## src/rtl/rtc_pkg.sv

```systemverilog
package rtc_pkg;

    localparam int NFIELD  = 6;
    localparam int FIELD_W = 6;
    localparam int ADDR_W  = 3;

    typedef enum logic [ADDR_W-1:0] {
        A_SEC   = 3'd0,
        A_MIN   = 3'd1,
        A_HOUR  = 3'd2,
        A_DAY   = 3'd3,
        A_MONTH = 3'd4,
        A_YEAR  = 3'd5,
        A_STAT  = 3'd6,
        A_NONE  = 3'd7
    } rtc_addr_e;

    typedef logic [FIELD_W-1:0] fval_t;

    typedef struct packed {
        logic              we;
        logic [ADDR_W-1:0] addr;
        fval_t             data;
    } cpu_wr_t;

    function automatic int fld_width(input int idx);
        case (idx)
            0, 1:    return 6;
            4:       return 4;
            default: return 5;
        endcase
    endfunction

    function automatic int fld_low(input int idx);
        return (idx == 3 || idx == 4) ? 1 : 0;
    endfunction

    function automatic logic is_leap(input fval_t year_off);
        return (year_off[1:0] == 2'b00);
    endfunction

    function automatic fval_t days_in_month(input fval_t month, input logic leap);
        case (month)
            6'd2:                      return leap ? 6'd29 : 6'd28;
            6'd4, 6'd6, 6'd9, 6'd11:   return 6'd30;
            default:                   return 6'd31;
        endcase
    endfunction

endpackage

```

## src/rtl/rtc_prescaler.sv

```systemverilog
module rtc_prescaler #(
    parameter int DIV = 32768
) (
    input  logic clk,
    input  logic rst,
    input  logic en,
    input  logic restart,
    output logic tick
);
    localparam int CNT_W = (DIV > 2) ? $clog2(DIV) : 1;
    localparam logic [CNT_W-1:0] LAST = CNT_W'(DIV - 1);

    logic [CNT_W-1:0] cnt;

    assign tick = en && !restart && (cnt == LAST);

    always_ff @(posedge clk) begin
        if (rst || restart) begin
            cnt <= '0;
        end else if (en) begin
            cnt <= (cnt == LAST) ? '0 : cnt + 1'b1;
        end
    end

    assert_cnt_range_R1: assert property (@(posedge clk) disable iff (rst)
        cnt <= LAST);

    assert_idle_hold_R1: assert property (@(posedge clk) disable iff (rst)
        !en && !restart |=> $stable(cnt));

    assert_restart_zero_R7: assert property (@(posedge clk) disable iff (rst)
        restart |=> (cnt == '0));

endmodule

```

## src/rtl/rtc_field.sv

```systemverilog
module rtc_field #(
    parameter int W   = 6,
    parameter int LOW = 0
) (
    input  logic         clk,
    input  logic         rst,
    input  logic         inc,
    input  logic [W-1:0] top,
    input  logic         load,
    input  logic [W-1:0] load_val,
    output logic [W-1:0] val,
    output logic         carry
);
    localparam logic [W-1:0] START = W'(LOW);

    logic at_top;
    assign at_top = (val >= top);
    assign carry  = inc && !load && at_top;

    always_ff @(posedge clk) begin
        if (rst) begin
            val <= START;
        end else if (load) begin
            val <= load_val;
        end else if (inc) begin
            val <= at_top ? START : val + 1'b1;
        end
    end

    assert_step_up_R2: assert property (@(posedge clk) disable iff (rst)
        inc && !load && (val < top) |=> (val == $past(val) + 1'b1));

    assert_wrap_low_R5: assert property (@(posedge clk) disable iff (rst)
        carry |=> (val == START));

    assert_hold_R7: assert property (@(posedge clk) disable iff (rst)
        !inc && !load |=> $stable(val));

    assert_load_R7: assert property (@(posedge clk) disable iff (rst)
        load |=> (val == $past(load_val)));

endmodule

```

## src/rtl/rtc_chain.sv

```systemverilog
module rtc_chain
    import rtc_pkg::*;
(
    input  logic                        clk,
    input  logic                        rst,
    input  logic                        tick,
    input  cpu_wr_t                     wr,
    output logic [NFIELD-1:0][FIELD_W-1:0] vals
);
    logic [NFIELD-1:0] inc;
    logic [NFIELD-1:0] carry;
    logic [NFIELD-1:0] load;
    fval_t             tops [NFIELD];

    always_comb begin
        tops[0] = 6'd59;
        tops[1] = 6'd59;
        tops[2] = 6'd23;
        tops[3] = days_in_month(vals[4], is_leap(vals[5]));
        tops[4] = 6'd12;
        tops[5] = 6'd31;
    end

    for (genvar g = 0; g < NFIELD; g++) begin : g_fld
        localparam int W = fld_width(g);
        logic [W-1:0] fv;

        assign load[g] = wr.we && (wr.addr == ADDR_W'(g));

        if (g == 0) begin : g_first
            assign inc[g] = tick;
        end else begin : g_next
            assign inc[g] = carry[g-1];
            assert_ripple_gate_R3: assert property (@(posedge clk) disable iff (rst)
                inc[g] |-> inc[g-1]);
        end

        rtc_field #(
            .W   (W),
            .LOW (fld_low(g))
        ) u_field (
            .clk      (clk),
            .rst      (rst),
            .inc      (inc[g]),
            .top      (tops[g][W-1:0]),
            .load     (load[g]),
            .load_val (wr.data[W-1:0]),
            .val      (fv),
            .carry    (carry[g])
        );

        assign vals[g] = FIELD_W'(fv);
    end

    assert_year_wrap_R6: assert property (@(posedge clk) disable iff (rst)
        carry[NFIELD-1] |=> (vals[NFIELD-1] == '0));

    assert_day_limit_R4: assert property (@(posedge clk) disable iff (rst)
        inc[3] && !load[3] && !load[4] && !load[5] && (vals[3] < 6'd28) |=> (vals[3] != 6'd1));

endmodule

```

## src/rtl/rtc_status.sv

```systemverilog
module rtc_status (
    input  logic clk,
    input  logic rst,
    input  logic tick,
    input  logic clr,
    output logic busy
);
    always_ff @(posedge clk) begin
        if (rst) begin
            busy <= 1'b0;
        end else if (tick) begin
            busy <= 1'b1;
        end else if (clr) begin
            busy <= 1'b0;
        end
    end

    assert_busy_set_R8: assert property (@(posedge clk) disable iff (rst)
        tick |=> busy);

    assert_busy_sticky_R8: assert property (@(posedge clk) disable iff (rst)
        busy && !clr |=> busy);

    assert_busy_clear_R8: assert property (@(posedge clk) disable iff (rst)
        clr && !tick |=> !busy);

endmodule

```

## src/rtl/rtc_calendar.sv

```systemverilog
module rtc_calendar
    import rtc_pkg::*;
#(
    parameter int PRESCALE = 32768
) (
    input  logic              clk,
    input  logic              rst,
    input  logic              osc_en,
    input  logic              wr_en,
    input  logic [ADDR_W-1:0] wr_addr,
    input  logic [FIELD_W-1:0] wr_data,
    input  logic [ADDR_W-1:0] rd_addr,
    output logic [FIELD_W-1:0] rd_data
);
    cpu_wr_t wr;
    logic    tick;
    logic    restart;
    logic    clr;
    logic    busy;
    logic [NFIELD-1:0][FIELD_W-1:0] vals;

    assign wr      = '{we: wr_en, addr: wr_addr, data: wr_data};
    assign restart = wr_en && (wr_addr < ADDR_W'(NFIELD));
    assign clr     = wr_en && (wr_addr == A_STAT) && wr_data[0];

    rtc_prescaler #(.DIV(PRESCALE)) u_presc (
        .clk     (clk),
        .rst     (rst),
        .en      (osc_en),
        .restart (restart),
        .tick    (tick)
    );

    rtc_chain u_chain (
        .clk  (clk),
        .rst  (rst),
        .tick (tick),
        .wr   (wr),
        .vals (vals)
    );

    rtc_status u_stat (
        .clk  (clk),
        .rst  (rst),
        .tick (tick),
        .clr  (clr),
        .busy (busy)
    );

    always_comb begin
        case (rtc_addr_e'(rd_addr))
            A_SEC:   rd_data = vals[0];
            A_MIN:   rd_data = vals[1];
            A_HOUR:  rd_data = vals[2];
            A_DAY:   rd_data = vals[3];
            A_MONTH: rd_data = vals[4];
            A_YEAR:  rd_data = vals[5];
            A_STAT:  rd_data = FIELD_W'(busy);
            default: rd_data = '0;
        endcase
    end

    assert_write_blocks_tick_R7: assert property (@(posedge clk) disable iff (rst)
        restart |-> !tick);

    assert_reset_state_R10: assert property (@(posedge clk)
        $past(rst) |-> (vals[0] == '0) && (vals[3] == 6'd1) && (vals[4] == 6'd1) && !busy);

endmodule

```

## config.mk

```make
export PLATFORM = sky130hd
export DESIGN_NAME = rtc_calendar
export DESIGN_NICKNAME = d
export VERILOG_FILES = /design/src/rtl/rtc_pkg.sv /design/src/rtl/rtc_prescaler.sv /design/src/rtl/rtc_field.sv /design/src/rtl/rtc_chain.sv /design/src/rtl/rtc_status.sv /design/src/rtl/rtc_calendar.sv
export SDC_FILE = /design/constraint.sdc
export NUM_CORES = 1
export LEC_CHECK = 0
export ABC_AREA = 1
export BUFFER_PORTS_ARGS = -buffer_cell sky130_fd_sc_hd__clkbuf_2
export CORE_MARGIN = 2
export CORE_UTILIZATION = 45
export CTS_CLUSTER_SIZE = 30
export DETAILED_ROUTE_END_ITERATION = 7
export PLACE_DENSITY_LB_ADDON = 0.2
export SYNTH_ARGS = -nofsm -noshare
export SYNTH_HDL_FRONTEND = slang
export SYNTH_SLANG_ARGS = --single-unit
```

## constraint.sdc

```tcl
create_clock -name clk -period 2.5 [get_ports clk]
set_input_delay 0.5 -clock clk [delete_from_list [all_inputs] [get_ports clk]]
set_output_delay 0.5 -clock clk [all_outputs]
set_load 0.05 [all_outputs]
```

==> results.yml <==
sta:
  max_slew_margin_pct: 62.01
  whs_ns: 0.4510
  finalHoldViolCount: 0
  fin_tns_setup_ns: 0
  worstMarginPinSlew_ns: 0.5683
  post-route-period-util_pct: 89.34
  report.final.slew_viol_count: 0
  fin_crit_ns: 2.233
  finalSetupViolCount: 0
  max_freq_ghz: 0.4477
  skew_ns: 0.01391
  rsz0062_at_grt: "no"
clocking:
  cts_hold_buf: 0
  ctsHtreeMaxLevel: 2
  cts_num_sinks: 47
  cts-root-buf: "clkbuf_8"
  cts_tree: "yes"
  postCtsSetupBuffers: 0
  insertion_delay_ns: 0.31
  cts_max_path_buffers: 2
  numCtsBuffers: 5
  cts.clk_slew.worst_paths_ns: 0.10
  postCtsResizedCells: 0
finish:
  layout.area.seq_um2: 943.4
  final_nets: 518
  area_growth_syn_to_layout_pct: 10.07
  multi_input_area_mm2: 0.001852
  antenna_cells: 0
  utilization_pct: 50.56
  fillers: 691
  post_route_cells_drive_above_1_share_pct: 10.22
critical_path:
  crit_path_top_delay_cell: "clkbuf_2"
  cp-start-kind: "input pin"
  critPathCaptureType: "primary output"
  worstPathMaxFanout: 5
  cp.required_ns: 2.00
  arrival_ns: 1.73
  cpLargestDelayFamily: "buffers and inverters"
  worst-setup-path-type: "input pin to primary output"
  slowest_delay_ns: 0.33
  reg2reg_slack_ns: 0.28
  crit_path_cell_trace: "clkbuf_2 > inv_1 > nand2_1 > nor2_1 > inv_1 > o22ai_1 > a21oi_1 > o2111ai_1 > clkbuf_2"
  crit_buf_inv: 4
synthesis:
  ys_seq_area_share_pct: 30.66
  netlist_instances: 462
  synth_top_area_share_pct: 30.66
  ys_ff_latch: 47
  avgSynthCellArea_um2: 6.643
  syn_area_mm2: 0.003069
  syn-num-nets: 492
  ys_top_cells_by_area: "dfxtp_1, nand2_1, inv_1"
  yosysUniqueCellTypes: 37
  synth_warnings: 0
  yosys.area.top_type: "dfxtp_1"
die:
  fp.dieH_um: 86.59
  die_w_um: 86.59
  dieArea_mm2: 0.007497
  rows: 30
  ios: 22
  initial_core_util_pct: 45.94
  core_area_mm2: 0.006681
power:
  swShare_pct: 28.62
  power.density_mw_per_mm2: 418.8
  p_int_mw: 1.010
  pwr-share-seq_pct: 54.9
  vdd_ir_drop_max_uv: 201.7
  power.net_switching_mw: 0.4048
  clockPowerShare_pct: 34.5
  power.leakage_nw: 1.485
  comb_power_share_pct: 10.6
routing:
  drcViolationCount: 0
  final_antenna_net_count: 0
  post_drt_wl_per_cell_um: 13.96
  drt-total-wl_mm: 7.941
  vias: 3048
  dr.pass1.iters: 5
  routed_via_density: 5.357
  drtIter0Drc: 207
global_route:
  antenna_found_initial: 0
  grt_pass1_vias: 2903
  grt_overflow: 0
  grt_max_degree: 26
  grtUsageTotal_pct: 22.12
  grt_pass1_wl_mm: 13.34
min_path:
  worstHoldPathType: "input pin to register"
place:
  dp.final_hpwl_mm: 6.126
  place.gp.congestion: 0.8850
  port_buffers: 21
outcome:
  status: "completed"
run:
  drv_cap: 0
[metal layers]
metal	up-vias	track usage [%]	wire length (µm)
met5	-	0	0
met4	0	7.386	217
met3	17	3.143	310
met2	79	37.76	3675
met1	1368	28.64	3737
li1	1584	-	-
[worst reg2reg max path: stages, from the launching register on]
cell	delay, ns
dfxtp_2	0.37
inv_1	0.10
ha_1	0.23
o21ai_0	0.15
a21oi_1	0.08
a21oi_1	0.12
ha_1	0.23
o21ai_0	0.15
nand2_1	0.08
nand3_2	0.10
inv_1	0.11
o21ai_0	0.21
o2111ai_1	0.15
[cells by family after synthesis]
family,share of synthesized area (%)
simple gates,32.53
fa+ha+maj,5.707
compound gates,18.34
flops,30.66
xor+xnor,3.424
buf+inv,9.335
[final timing paths]
path                                                 startpoint                         endpoint  cells past startpoint
worst max-delay path                                 rd_addr[1]                       rd_data[0]                      9
worst min-delay path                                 wr_data[5]  u_chain.g_fld[1].u_field.val[5]                      3
worst max register to register  u_chain.g_fld[4].u_field.val[0]  u_chain.g_fld[3].u_field.val[0]                     12
worst min register to register                   u_presc.cnt[7]                   u_presc.cnt[7]                      2
[through the flow]
stage / power, mW / cell area [µm²] / std cells / worst slack (ns)
finish: 1.415 / 3378 / 569 / 0.2665
global route: 1.470 / 3378 / 569 / 0.04332
CTS: 1.419 / 3366 / 569 / 0.1726
detailed placement: 0.9417 / 3277 / 561 / 0.2143
global placement: 0.9398 / 3277 / 561 / 0.2270
floorplan: 0.8841 / 3069 / 462 / 0.3438
[cell type report]
cell class | count | area share [%]
clock inverter | 2 | 0.4815
multi-input combinational | 339 | 54.81
sequential | 47 | 27.93
tap | 80 | 2.963
timing repair buffer | 24 | 3.778
inverter | 71 | 7.889
clock buffer | 6 | 2.148
[cell usage after synthesis]
cell       number
nand2_1       107
buf_1           1
nor3_1          6
a211oi_1        1
a21oi_1        33
o21a_1          2
inv_2           1
o21ai_1         1
nand3_1        35
nand3_4         3
o221ai_1        1
nor3b_1         2
nor2_1         46
o2111ai_1       5
nor2_2          1
a32oi_1         1
a221oi_1        1
clkbuf_1        3
o22ai_1         5
inv_1          70
a211o_1         1
xnor2_1         1
nand2_2         5
a22oi_1         3
buf_2           1
nor2_8          2
a31oi_1        14
nand2_4         1
nand3b_1        2
ha_1           14
dfxtp_1        47
nor2_4          2
o21ai_0        27
or2_1           1
o211ai_1        2
nand4_1         3
xor2_1         11
[flip-flops by register name, summed over array words and instances (netlist names)]
| signal | count |
|---|---|
| u_chain.g_fld.u_field.val | 31 |
| u_presc.cnt | 15 |
| u_stat.busy | 1 |
[cells in the final DEF, fill, tap and decap left out, drive strengths merged, types with 2 or more instances in the layout]
| cell type | n |
|---|---|
| nand2 | 113 |
| inv | 72 |
| nor2 | 51 |
| dfxtp | 47 |
| nand3 | 38 |
| a21oi | 33 |
| o21ai | 28 |
| clkbuf | 27 |
| a31oi | 14 |
| ha | 14 |
| xor2 | 11 |
| nor3 | 6 |
| o22ai | 5 |
| o2111ai | 5 |
| a22oi | 3 |
| nand4 | 3 |
| buf | 3 |
| o211ai | 2 |
| nand3b | 2 |
| o21a | 2 |
| nor3b | 2 |
[power by group through the flow]
stage,Sequential (mW),Combinational (mW),Clock [mW]
after global placement,0.792,0.147,0
after CTS,0.776,0.150,0.493
after global routing,0.778,0.169,0.522
after floorplan,0.788,0.0961,0
final,0.776,0.151,0.488
after detailed placement,0.793,0.149,0
Note: power is estimated with default switching activity, not from simulation.
